--- src/rtl/uart_fifo_ctl.sv ---
module uart_fifo_ctl #(
  parameter int DEPTH  = 16,
  parameter int DATA_W = 8,
  localparam int AW = $clog2(DEPTH),
  localparam int LW = AW + 1
) (
  input  logic              clk,
  input  logic              rst_n,
  input  logic              cfg_we,
  input  logic [7:0]        cfg_wdata,
  output logic [7:0]        cfg_shadow,
  input  logic              mode_ext,
  input  logic              mode_ir,
  input  logic              tx_push,
  input  logic [DATA_W-1:0] tx_push_data,
  input  logic              tx_pop,
  output logic [DATA_W-1:0] tx_pop_data,
  output logic [LW-1:0]     tx_level,
  output logic              tx_full,
  output logic              tx_empty,
  input  logic              rx_push,
  input  logic [DATA_W-1:0] rx_push_data,
  input  logic              rx_pop,
  output logic [DATA_W-1:0] rx_pop_data,
  output logic [LW-1:0]     rx_level,
  output logic              rx_full,
  output logic              rx_empty,
  output logic              rx_irq,
  output logic              tx_irq,
  output logic              tx_soft_rst,
  output logic              rx_soft_rst
);

  logic [3:0] thr_q;
  logic       en_q;

  assign cfg_shadow = {thr_q, 3'b000, en_q};

  wire          q_on   = en_q | mode_ir;
  wire          drop   = cfg_we & en_q & ~cfg_wdata[0] & ~mode_ir;
  wire [LW-1:0] room   = q_on ? LW'(DEPTH) : LW'(1);

  always_ff @(posedge clk or negedge rst_n) begin
    if (!rst_n) begin
      thr_q       <= '0;
      en_q        <= 1'b0;
      tx_soft_rst <= 1'b0;
      rx_soft_rst <= 1'b0;
    end else begin
      tx_soft_rst <= cfg_we & cfg_wdata[2];
      rx_soft_rst <= cfg_we & cfg_wdata[1];
      if (cfg_we) begin
        thr_q <= cfg_wdata[7:4];
        en_q  <= cfg_wdata[0];
      end
    end
  end

  logic [1:0]        q_push, q_pop, q_clr;
  logic [DATA_W-1:0] q_din  [2];
  logic [DATA_W-1:0] q_dout [2];
  logic [LW-1:0]     q_cnt  [2];

  assign q_push = {rx_push, tx_push};
  assign q_pop  = {rx_pop, tx_pop};
  assign q_clr  = {rx_soft_rst | drop, tx_soft_rst | drop};
  assign q_din[0] = tx_push_data;
  assign q_din[1] = rx_push_data;

  for (genvar g = 0; g < 2; g++) begin : g_q
    logic [DATA_W-1:0] mem [DEPTH];
    logic [AW-1:0]     wp, rp;
    logic [LW-1:0]     cnt;
    wire               is_full = cnt >= room;
    wire               take    = q_pop[g] & (cnt != '0);
    wire               put     = q_push[g] & (~is_full | take);

    always_ff @(posedge clk) begin
      if (put && !q_clr[g]) mem[wp] <= q_din[g];
    end

    always_ff @(posedge clk or negedge rst_n) begin
      if (!rst_n) begin
        wp  <= '0;
        rp  <= '0;
        cnt <= '0;
      end else if (q_clr[g]) begin
        wp  <= '0;
        rp  <= '0;
        cnt <= '0;
      end else begin
        if (put)  wp <= wp + 1'b1;
        if (take) rp <= rp + 1'b1;
        cnt <= cnt + LW'(put) - LW'(take);
      end
    end

    assign q_dout[g] = mem[rp];
    assign q_cnt[g]  = cnt;
  end

  assign tx_pop_data = q_dout[0];
  assign rx_pop_data = q_dout[1];
  assign tx_level    = q_cnt[0];
  assign rx_level    = q_cnt[1];
  assign tx_full     = tx_level >= room;
  assign rx_full     = rx_level >= room;
  assign tx_empty    = tx_level == '0;
  assign rx_empty    = rx_level == '0;

  function automatic logic [LW-1:0] rx_mark(input logic [1:0] c);
    case (c)
      2'd0:    return LW'(1);
      2'd1:    return (DEPTH == 32) ? LW'(8)  : LW'(4);
      2'd2:    return (DEPTH == 32) ? LW'(16) : LW'(8);
      default: return (DEPTH == 32) ? LW'(26) : LW'(14);
    endcase
  endfunction

  function automatic logic [LW-1:0] tx_mark(input logic [1:0] c);
    case (c)
      2'd0:    return LW'(1);
      2'd1:    return (DEPTH == 32) ? LW'(7)  : LW'(3);
      2'd2:    return (DEPTH == 32) ? LW'(17) : LW'(9);
      default: return (DEPTH == 32) ? LW'(25) : LW'(13);
    endcase
  endfunction

  assign rx_irq = q_on ? (rx_level >= rx_mark(thr_q[3:2])) : !rx_empty;
  assign tx_irq = mode_ext ? (tx_level < tx_mark(thr_q[1:0])) : tx_empty;

  assert_level_bound_R3: assert property (@(posedge clk) disable iff (!rst_n)
    tx_level <= LW'(DEPTH) && rx_level <= LW'(DEPTH));

  assert_full_push_dropped_R3: assert property (@(posedge clk) disable iff (!rst_n)
    tx_full && tx_push && !tx_pop && !tx_soft_rst && !cfg_we |=> $stable(tx_level));

  assert_tx_pulse_source_R8: assert property (@(posedge clk) disable iff (!rst_n)
    tx_soft_rst |-> $past(cfg_we && cfg_wdata[2]));

  assert_tx_cleared_R8: assert property (@(posedge clk) disable iff (!rst_n)
    tx_soft_rst |=> tx_level == '0);

  assert_rx_cleared_R9: assert property (@(posedge clk) disable iff (!rst_n)
    rx_soft_rst |=> rx_level == '0);

  assert_disable_flush_R10: assert property (@(posedge clk) disable iff (!rst_n)
    cfg_we && cfg_shadow[0] && !cfg_wdata[0] && !mode_ir |=> tx_level == '0 && rx_level == '0);

  assert_rx_irq_empty_R5: assert property (@(posedge clk) disable iff (!rst_n)
    rx_empty |-> !rx_irq);

  assert_tx_irq_empty_R7: assert property (@(posedge clk) disable iff (!rst_n)
    tx_empty |-> tx_irq);

endmodule

--- config.mk ---
export PLATFORM = sky130hd
export DESIGN_NAME = uart_fifo_ctl
export DESIGN_NICKNAME = d
export VERILOG_FILES = /design/src/rtl/uart_fifo_ctl.sv
export SDC_FILE = /design/constraint.sdc
export NUM_CORES = 1
export LEC_CHECK = 0
export BUFFER_PORTS_ARGS = -buffer_cell sky130_fd_sc_hd__buf_4
export CORE_MARGIN = 2
export CORE_UTILIZATION = 45
export CTS_CLUSTER_SIZE = 30
export DETAILED_ROUTE_END_ITERATION = 8
export PLACE_DENSITY_LB_ADDON = 0.08
export SLEW_MARGIN = 40
export SYNTH_ARGS = -nofsm -noshare
export SYNTH_HDL_FRONTEND = slang
export SYNTH_SLANG_ARGS = --single-unit
--- constraint.sdc ---
create_clock -name clk -period 4.4 [get_ports clk]
set_clock_uncertainty 0.15 [all_clocks]
set_input_delay 0.66 -clock clk [delete_from_list [all_inputs] [get_ports clk]]
set_output_delay 0.66 -clock clk [all_outputs]
set_load 0.005 [all_outputs]
==> flow_summary.toml, run 1 <==
[outcome]
status = "complete, no violations"

[setup_path]
path_class = "reg2out"
crit_top_cell = "mux4_2"
r2r_cells = 12
cp_slowest_stage_delay_ns = 0.82
r2r-end = "rx_level[4]"
crit_path_start_kind = "flop"
r2r-start = "rx_level[2]"
critPathSlowestCell = "dfrtp_2"
startpoint = "g_q[1].rp[0]"
crit_arrival_ns = 2.86
cp_top_family = "multiplexers"
cp_max_fo = 20
critPathBufInv = 2
worstPathRequired_ns = 3.59
worstPathCellList = "buf_12, mux4_2, mux4_2, buf_4"
cp-end-kind = "output pin"
regToRegSetupSlack_ns = 1.09

[die]
pin_count = 75
die_area_um2 = 28200
die_height_um = 168
core_area_um2 = 26200
rows = 59
die_w_um = 168
start_util_pct = 46.1

[timing]
max_freq_mhz = 273
period_minus_slack_ns = 3.67
fin_crit_sh_pct = 83.4
finalSetupTns_ns = 0
drv_slew = 0
hold_viol_final = 0
rsz0062_at_grt = "no"
finalSetupViolCount = 0
tightestPinTransition_ns = 0.826
relSlewSlack_pct = 44.7
hold_ws_ns = 0.172

[layout]
design_area_um2 = 14100
fin_nets = 798
layout_commonest_cell = "edfxtp_1"
fin_cells = 1089
syn_to_final_growth_pct = 16.6
mostFrequentLayoutCells = "edfxtp_1, buf_4, mux4_2"
drive_above_1_share_pct = 30.8
n_fill_cell = 2038
diodes = 0

[logic_synthesis]
syn_area_um2 = 12100
synth_cell_types = 46
yosys.area_share.simple_pct = 5.63
synth_area_leaders = "edfxtp_1, mux4_2, dfrtp_1"
ys_warn_count = 0
yosysSeqAreaShare_pct = 70.5
yosys.area.top_type = "edfxtp_1"
synth-compound-area-share_pct = 2.29
synth_edf_count = 256
synth_top_family_by_area = "multiplexers"
async_flop_share_pct = 11.4
synth.top_cell.area_share_pct = 63.6
synth_fa_ha_area_share_pct = 3.54
syn_inst = 645
synthMuxAreaShare_pct = 15.1
yosys.area_share.xor_xnor_pct = 0.870
synth.avg_cell_area_um2 = 18.7
synth_seq_cells = 289
synthFlopType = "edfxtp_1"

[pwr]
total_power_mw = 8.24
vdd_drop_max_uv = 446
powerDensity_nw_per_um2 = 584
power.leakage_nw = 4.83

[routing]
avgRoutedWirePerCell_um = 22.3
drt_iter0_markers = 485
drc = 0
via_per_inst = 5.59
vias = 6092
wirelength_mm = 24.3
firstDrtPassIters = 5
ant_nets = 0

[placed_design]
placed_cell_area_um2 = 13000
portBuffers = 70
dp_hpwl_mm = 16.0
dp.cells = 1034
place.gp.congestion = 0.822

[clocking]
root_buffer = "clkbuf_16"
clock_path_buffers = 3
clk_latency_ns = 0.54
cts_tree = "built"
ctsHtreeMaxLevel = 1
clk_pin_slew_ns = 0.06
clock_sinks = 289
numCtsBuffers = 30
post_cts_resized = 0

[worst_hold_path]
min_to = "thr_q[2]"
worstHoldPathCells = 3
hp-start = "cfg_wdata[6]"
min_path_type = "in2reg"

[job]
maxCapViolations = 0

[global_route]
grt_max_degree = 34
overflow = 0
grt_usage_pct = 17.7
antenna_found_initial = 0
grt_pass1_wl_mm = 37.8
grt_pass1_vias = 6397
[metal layers]
metal | GRT usage [%] | wire length (um) | vias up
met3 | 2.73 | 1080 | 35
li1 | - | - | 2711
met2 | 27.9 | 11500 | 145
met4 | 4.54 | 502 | 0
met1 | 26.0 | 11100 | 3201
met5 | 0 | 0 | -
[synthesized netlist by cell type (2+ instances only)]
master and n:
xor2_1 8, fa_1 2, o211ai_1 2, nor4_2 3, nand2b_1 3, nor3b_1 2
o2bb2ai_1 2, nor3_1 3, mux2_2 2, a21oi_1 18, nand3_1 10, nand4_1 3
mux4_2 80, buf_1 3, xnor2_1 4, or3_1 5, or4_1 2, nand3b_1 2
buf_6 2, buf_2 9, clkbuf_1 15, o31ai_1 4, and2_1 20, edfxtp_1 256
ha_1 31, buf_4 4, dfrtp_1 33, nor2_1 36, nor2b_1 5, or2_2 2
inv_1 23, o21ai_0 16, nand2_1 22
[layout make-up]
cell class	instances	area [um2]	share of cell area, %
multi-input cells	302	3340	23.7
inverters	23	86.3	0.613
clock buffers	33	762	5.41
flip-flops and latches	289	8520	60.4
repair buffers	86	686	4.87
clock inverters	21	285	2.02
well taps	335	419	2.97
[worst reg2reg max path: stages, from the launching register on]
cell and delay, ns:
dfrtp_1 0.44, inv_1 0.16, ha_1 0.19, nor4b_2 0.40
nor2b_1 0.25, nand2_1 0.19, o21ai_0 0.11, ha_1 0.22
fa_1 0.41, a21oi_1 0.16, nor2_1 0.06, or3_1 0.34
a21oi_1 0.16
[through the flow]
stage          worst slack, ns  utilization [%]
3_3_place_gp              1.02             49.7
2_1_floorplan             1.28                -
6_report                 0.732             53.8
5_1_grt                  0.560             53.8
3_5_place_dp             0.997             49.7
4_1_cts                  0.635             53.8
[sequential cells by signal, indices dropped and copies added, names as in the netlist]
| name | cells |
|---|---|
| tx_soft_rst | 1 |
| g_q.mem | 256 |
| rx_soft_rst | 1 |
| en_q | 1 |
| thr_q | 4 |
| g_q.wp | 8 |
| g_q.rp | 8 |
| tx_level | 5 |
| rx_level | 5 |
[worst max-delay path by stage]
stage,cells past startpoint,endpoint
5_1_grt,4,rx_pop_data[7]
3_3_place_gp,11,tx_level[4]
3_5_place_dp,11,tx_level[4]
6_report,4,rx_pop_data[7]
2_1_floorplan,13,tx_level[4]
4_1_cts,4,rx_pop_data[7]
[cells by family (layout without fill, tap and decap cells)]
family                     count (synthesis)  after routing
DFF                                      289            289
buffers and inverters                     56            163
other                                      1              3
AOI/OAI and AO/OA                         46             46
muxes                                     82             82
and+or+nand+nor                          126            126
xor gates and xnor gates                  12             12
adders and majority gates                 33             33
[timing repair]
item | 4_1_cts | 5_1_grt
hold buffers | 1 | 0
endpoints found under the hold margin | 33 | 0
buffers inserted | 0 | 0
[power breakdown]
part	leakage, nW	switching, mW	internal, mW	total [mW]
combinational	1.58	0.962	1.16	2.12
clock	0.518	1.03	1.65	2.68
sequential	2.73	0.279	3.16	3.44
total	4.83	2.27	5.97	8.24
Power figures use the tool's default switching activity.
==> run 2: changes to the inputs <==
- ABC_AREA: unset -> 1
- clock period: 4.4 -> 3 ns (I/O delays scaled with it)
==> run 2 against run 1 <==
Compared with the run above: clock power grew 39%; routed wire length is 20% higher; final area increased by 5.1%; critical path type unchanged; critical endpoint is now tx_pop_data[2]; largest power group unchanged.
==> flow_summary.toml, run 2 <==
[outcome]
status = "complete, no violations"

[logic_synthesis]
synth_cell_types = 37
synth_area_leaders = "edfxtp_1, nor2_1, dfrtp_1"
syn_area_um2 = 12600
syn_inst = 1103
yosys.area_share.xor_xnor_pct = 0.554
synth.avg_cell_area_um2 = 11.5
synth_top_cells_by_count = "edfxtp_1, nor2_1, o21ai_0"
synth_top_family_by_area = "simple AND/OR/NAND/NOR gates"
yosysSeqAreaShare_pct = 67.3
synthFlopType = "edfxtp_1"
synth_most_common_cell = "edfxtp_1"
yosys.area_share.simple_pct = 13.6
synthMuxAreaShare_pct = 0
synth_edf_count = 256
synth_seq_cells = 289
synth-compound-area-share_pct = 10.9
synth.top_cell.area_share_pct = 60.8
yosys.area.top_type = "edfxtp_1"
async_flop_share_pct = 11.4
synth_fa_ha_area_share_pct = 3.38
ys_warn_count = 0

[layout]
largest_reg_flops = 256
diodes = 0
regMostFlops = "g_q.mem"
fin_nets = 1259
n_fill_cell = 2415
syn_to_final_growth_pct = 17.2
drive_above_1_share_pct = 15.3
layout_commonest_cell = "edfxtp_1"
final_util_pct = 53.5
fin_cells = 1594
reg.largest.list = "g_q.mem: 256 flops, g_q.rp: 8 flops, g_q.wp: 8 flops"
design_area_um2 = 14800
mostFrequentLayoutCells = "edfxtp_1, nor2_1, o21ai_0"

[routing]
drt_iter0_markers = 617
ant_nets = 0
via_per_inst = 5.18
drc = 0
wirelength_mm = 29.2
avgRoutedWirePerCell_um = 18.3
firstDrtPassIters = 5
vias = 8255

[placed_design]
dp_hpwl_mm = 17.8
pre_cts_ws_ns = 0.145
placed_cell_area_um2 = 13700
portBuffers = 70
place.gp.congestion = 0.789
dp.cells = 1530

[worst_hold_path]
hp-start = "cfg_we"
min_path_type = "in2reg"

[clocking]
clock_path_buffers = 3
clk_latency_ns = 0.54
cts_tree = "built"
root_buffer = "clkbuf_16"
clock_sinks = 289
ctsHtreeMaxLevel = 1
cts_setup_buffers = 0
numCtsBuffers = 31
clk_pin_slew_ns = 0.06

[setup_path]
cp_top_family = "buffers and inverters"
worstPathCellList = "buf_6, buf_6, o21ai_0, o211ai_1, nand3_1, nand2_1, buf_4"
critPathBufInv = 3
cp-end-kind = "output pin"
crit_top_cell = "buf_6"
cp_max_fo = 34
crit_arrival_ns = 2.25
cp_slowest_stage_delay_ns = 0.41
critPathSlowestCell = "dfrtp_1"
startpoint = "g_q[0].rp[0]"
worstPathRequired_ns = 2.40
r2r-start = "rx_level[2]"
path_class = "reg2out"
crit_path_start_kind = "flop"

[pwr]
total_power_mw = 12.8
power.leakage_nw = 5.39
vdd_drop_max_uv = 629
powerDensity_nw_per_um2 = 867

[timing]
finalSetupViolCount = 0
setup_slack_ns = 0.152
tightestPinTransition_ns = 0.554
hold_viol_final = 0
fin_crit_sh_pct = 94.9
finalSetupTns_ns = 0
hold_ws_ns = 0.0341
period_minus_slack_ns = 2.85
max_freq_mhz = 351
drv_slew = 0
relSlewSlack_pct = 63.0
rsz0062_at_grt = "no"

[die]
die_w_um = 172
die_area_um2 = 29500
die_height_um = 172
pin_count = 75
rows = 61
core_area_um2 = 27700
start_util_pct = 45.6

[job]
maxCapViolations = 0

[global_route]
antenna_found_initial = 0
grt_pass1_vias = 8062
grt_usage_pct = 20.2
overflow = 0
grt_max_degree = 68
grt_pass1_wl_mm = 45.3
-- run 2: per-layer routing --
metal / global-route usage, % / share of wire, %
met1: 27.1 / 44
met2: 34.6 / 49
met3: 2.81 / 4.8
met4: 5.01 / 1.8
met5: 0 / 0
-- run 2: final cells by class --
type | count | area (um2) | share of cell area (%)
clock buffers | 40 | 850 | 5.73
clock inverters | 16 | 151 | 1.02
inverters | 55 | 211 | 1.43
multi-input cells | 698 | 3620 | 24.4
flip-flops and latches | 289 | 8520 | 57.5
well taps | 378 | 473 | 3.19
repair buffers | 118 | 1000 | 6.75
-- run 2: path summary, 6_finish.rpt --
path,end,slack [ns],cells after the start
worst min register to register,thr_q[0],0.39,2
max in group asynchronous,g_q[0].rp[1],2.10,2
worst max-delay path,tx_pop_data[2],0.15,7
worst max register to register,rx_level[4],0.22,15
min in group asynchronous,rx_level[3],0.24,2
worst min-delay path,thr_q[3],0.03,2
-- run 2: cell families after synthesis --
| logic type | after synthesis |
|---|---|
| and+or+nand+nor | 412 |
| DFF | 289 |
| AOI/OAI and AO/OA | 242 |
| buffers and inverters | 118 |
| adders and majority gates | 33 |
| xor gates and xnor gates | 8 |
| other | 1 |
-- run 2: what timing repair did --
item                                   CTS  global route
hold buffers                             8             0
setup endpoints to repair                1             8
resized for setup                        1             7
endpoints found under the hold margin   40             0
-- run 2: power breakdown --
group	switching [mW]	internal (mW)	total [mW]
combinational	2.60	1.65	4.25
sequential	0.231	4.65	4.88
clock	1.49	2.23	3.72
total	4.32	8.53	12.8
==> run 3: changes to the inputs <==
- ABC_AREA: 1 -> unset
==> run 3 against run 2 <==
Compared with the run above: critical endpoint is now tx_pop_data[6]; global-route usage fell by 1.9 points; highest routed layer is now met5; largest power group unchanged; first-iteration DRC count fell by 20%; combinational power fell by 7.5%; critical path type unchanged.
==> flow_summary.toml, run 3 (same netlist as run 1, synthesis figures left out) <==
[outcome]
status = "complete, no violations"

[timing]
hold_ws_ns = 0.0316
drv_slew = 0
relSlewSlack_pct = 50.3
tightestPinTransition_ns = 0.746
max_freq_mhz = 334
rsz0062_at_grt = "yes"
hold_viol_final = 0
finalSetupViolCount = 0
period_minus_slack_ns = 3.00
fin_crit_sh_pct = 99.9
finalSetupTns_ns = 0

[routing]
via_per_inst = 5.55
drc = 0
vias = 6379
wirelength_mm = 25.5
drt_iter0_markers = 492
avgRoutedWirePerCell_um = 22.2
ant_nets = 0
firstDrtPassIters = 4

[pwr]
total_power_mw = 12.5
pwr-share-clk_pct = 29.3
seq_power_share_pct = 39.1
netSwitchingFraction_pct = 27.4
power.leakage_nw = 5.17
p_int_mw = 9.04
vdd_drop_max_uv = 415
combPwrFrac_pct = 31.5
powerDensity_nw_per_um2 = 845
p_sw_mw = 3.42

[die]
die_w_um = 168
die_height_um = 168
pin_count = 75
core_area_um2 = 26200
die_area_um2 = 28200
rows = 59
start_util_pct = 46.1

[clocking]
clk_latency_ns = 0.54
clk_pin_slew_ns = 0.06
numCtsBuffers = 30
cts_tree = "built"
clock_sinks = 289
root_buffer = "clkbuf_16"
clock_path_buffers = 3
ctsHtreeMaxLevel = 1

[setup_path]
path_class = "reg2out"
critPathBufInv = 3
r2r-end = "tx_level[4]"
cp-end-kind = "output pin"
crit_top_cell = "mux4_2"
cp_top_family = "multiplexers"
crit_arrival_ns = 2.40
worstPathCellList = "buf_12, clkbuf_16, mux4_2, mux4_2, buf_6"
crit_path_start_kind = "flop"
cp_slowest_stage_delay_ns = 0.51
r2r_cells = 12
regToRegSetupSlack_ns = 0.11
worstPathRequired_ns = 2.40
cp_max_fo = 5
r2r-start = "tx_level[2]"
critPathSlowestCell = "mux4_2"

[global_route]
grtUsageMet1_pct = 26.4
grt.met2_usage_pct = 29.8
grt_pass1_wl_mm = 38.9
use_met3_pct = 2.84
grt_max_degree = 35
grt_pass1_vias = 6580
antenna_found_initial = 1
overflow = 0
grt_usage_pct = 18.2
grt_busiest_layer = "met2"

[worst_hold_path]
worstHoldPathCells = 2
min_path_type = "in2reg"
min_to = "thr_q[2]"
hp-start = "cfg_we"

[placed_design]
portBuffers = 70
dp.cells = 1075
placed_cell_area_um2 = 13400
dp_hpwl_mm = 16.6
place.gp.congestion = 0.800

[layout]
mostFrequentLayoutCells = "edfxtp_1, buf_4, mux4_2"
layout_commonest_cell = "edfxtp_1"
fin_nets = 861
regMostFlops = "g_q.mem"
drive_above_1_share_pct = 36.4
n_fill_cell = 1975
design_area_um2 = 14700
syn_to_final_growth_pct = 22.0
largest_reg_flops = 256
diodes = 0
fin_cells = 1150
reg.largest.list = "g_q.mem: 256 flops, g_q.rp: 8 flops, g_q.wp: 8 flops"

[job]
maxCapViolations = 0
-- run 3: cell count changes in the layout (fill, tap and decap cells not counted), moves of 13 or more --
cell      previous run  this run
nor2_1             244        36
mux4_2               0        80
nand3_1             36        10
nand2_1             99        20
inv_1               49        19
buf_6                2        15
o21ai_0            155        15
and2_1               0        20
o211ai_1            64         2
-- run 3: final cells by class --
class / count / area (um2) / area share (%)
Inverter: 23 / 86.3 / 0.585
Clock inverter: 12 / 173 / 1.17
Timing Repair Buffer: 149 / 1380 / 9.34
Sequential cell: 289 / 8520 / 57.8
Multi-Input combinational cell: 302 / 3370 / 22.9
Clock buffer: 40 / 798 / 5.41
Tap cell: 335 / 419 / 2.84
-- run 3: power groups by stage --
| stage | clock network [mW] | logic, mW | registers (mW) |
|---|---|---|---|
| 6_report | 3.66 | 3.93 | 4.88 |
| 5_1_grt | 3.90 | 4.28 | 4.91 |
| 4_1_cts | 3.74 | 3.60 | 4.88 |
| 2_1_floorplan | 0 | 2.24 | 4.86 |
| 3_3_place_gp | 0 | 3.40 | 4.94 |
| 3_5_place_dp | 0 | 3.48 | 4.96 |
-- run 3: layer usage --
| metal | vias up | part of all wire (%) |
|---|---|---|
| met2 | 166 | 48 |
| met1 | 3342 | 45 |
| li1 | 2836 | - |
| met5 | - | 0.047 |
| met4 | 2 | 1.7 |
| met3 | 33 | 4.5 |
-- run 3: worst max path at each step --
stage                  from        endpoint  slack [ns]  cells past startpoint
2_1_floorplan   tx_level[2]     tx_level[4]        0.02                     13
3_3_place_gp    tx_level[2]     tx_level[4]        0.06                     12
3_5_place_dp    tx_level[2]     tx_level[4]      -0.006                     12
4_1_cts        g_q[1].rp[0]  rx_pop_data[0]       -0.03                      4
5_1_grt         rx_level[3]     rx_level[4]       -0.06                     12
6_report       g_q[0].rp[0]  tx_pop_data[6]       0.003                      5
-- run 3: metrics by stage --
stage	setup WS (ns)	utilization (%)
after floorplan	0.0168	-
after global placement	0.0575	51.0
after detailed placement	-0.00554	51.0
after CTS	-0.0319	55.2
after global routing	-0.0636	56.3
final	0.00276	56.3
-- run 3: repair_timing --
item | in CTS | in global routing
resized for setup | 12 | 18
cloned | 0 | 7
hold endpoints to repair | 40 | 0
setup endpoints to repair | 14 | 97
hold buffers | 8 | 0
buffers inserted | 2 | 6
pin swaps | 0 | 2
-- run 3: worst reg2reg max path: stages (launching register included) --
cell     delay (ns)
dfrtp_1        0.38
inv_2          0.09
ha_4           0.13
or4b_4         0.45
and2_4         0.18
nand2_2        0.09
o21ai_1        0.07
ha_2           0.19
fa_2           0.38
a21oi_2        0.15
nor2_1         0.06
or3_1          0.36
a21oi_2        0.12
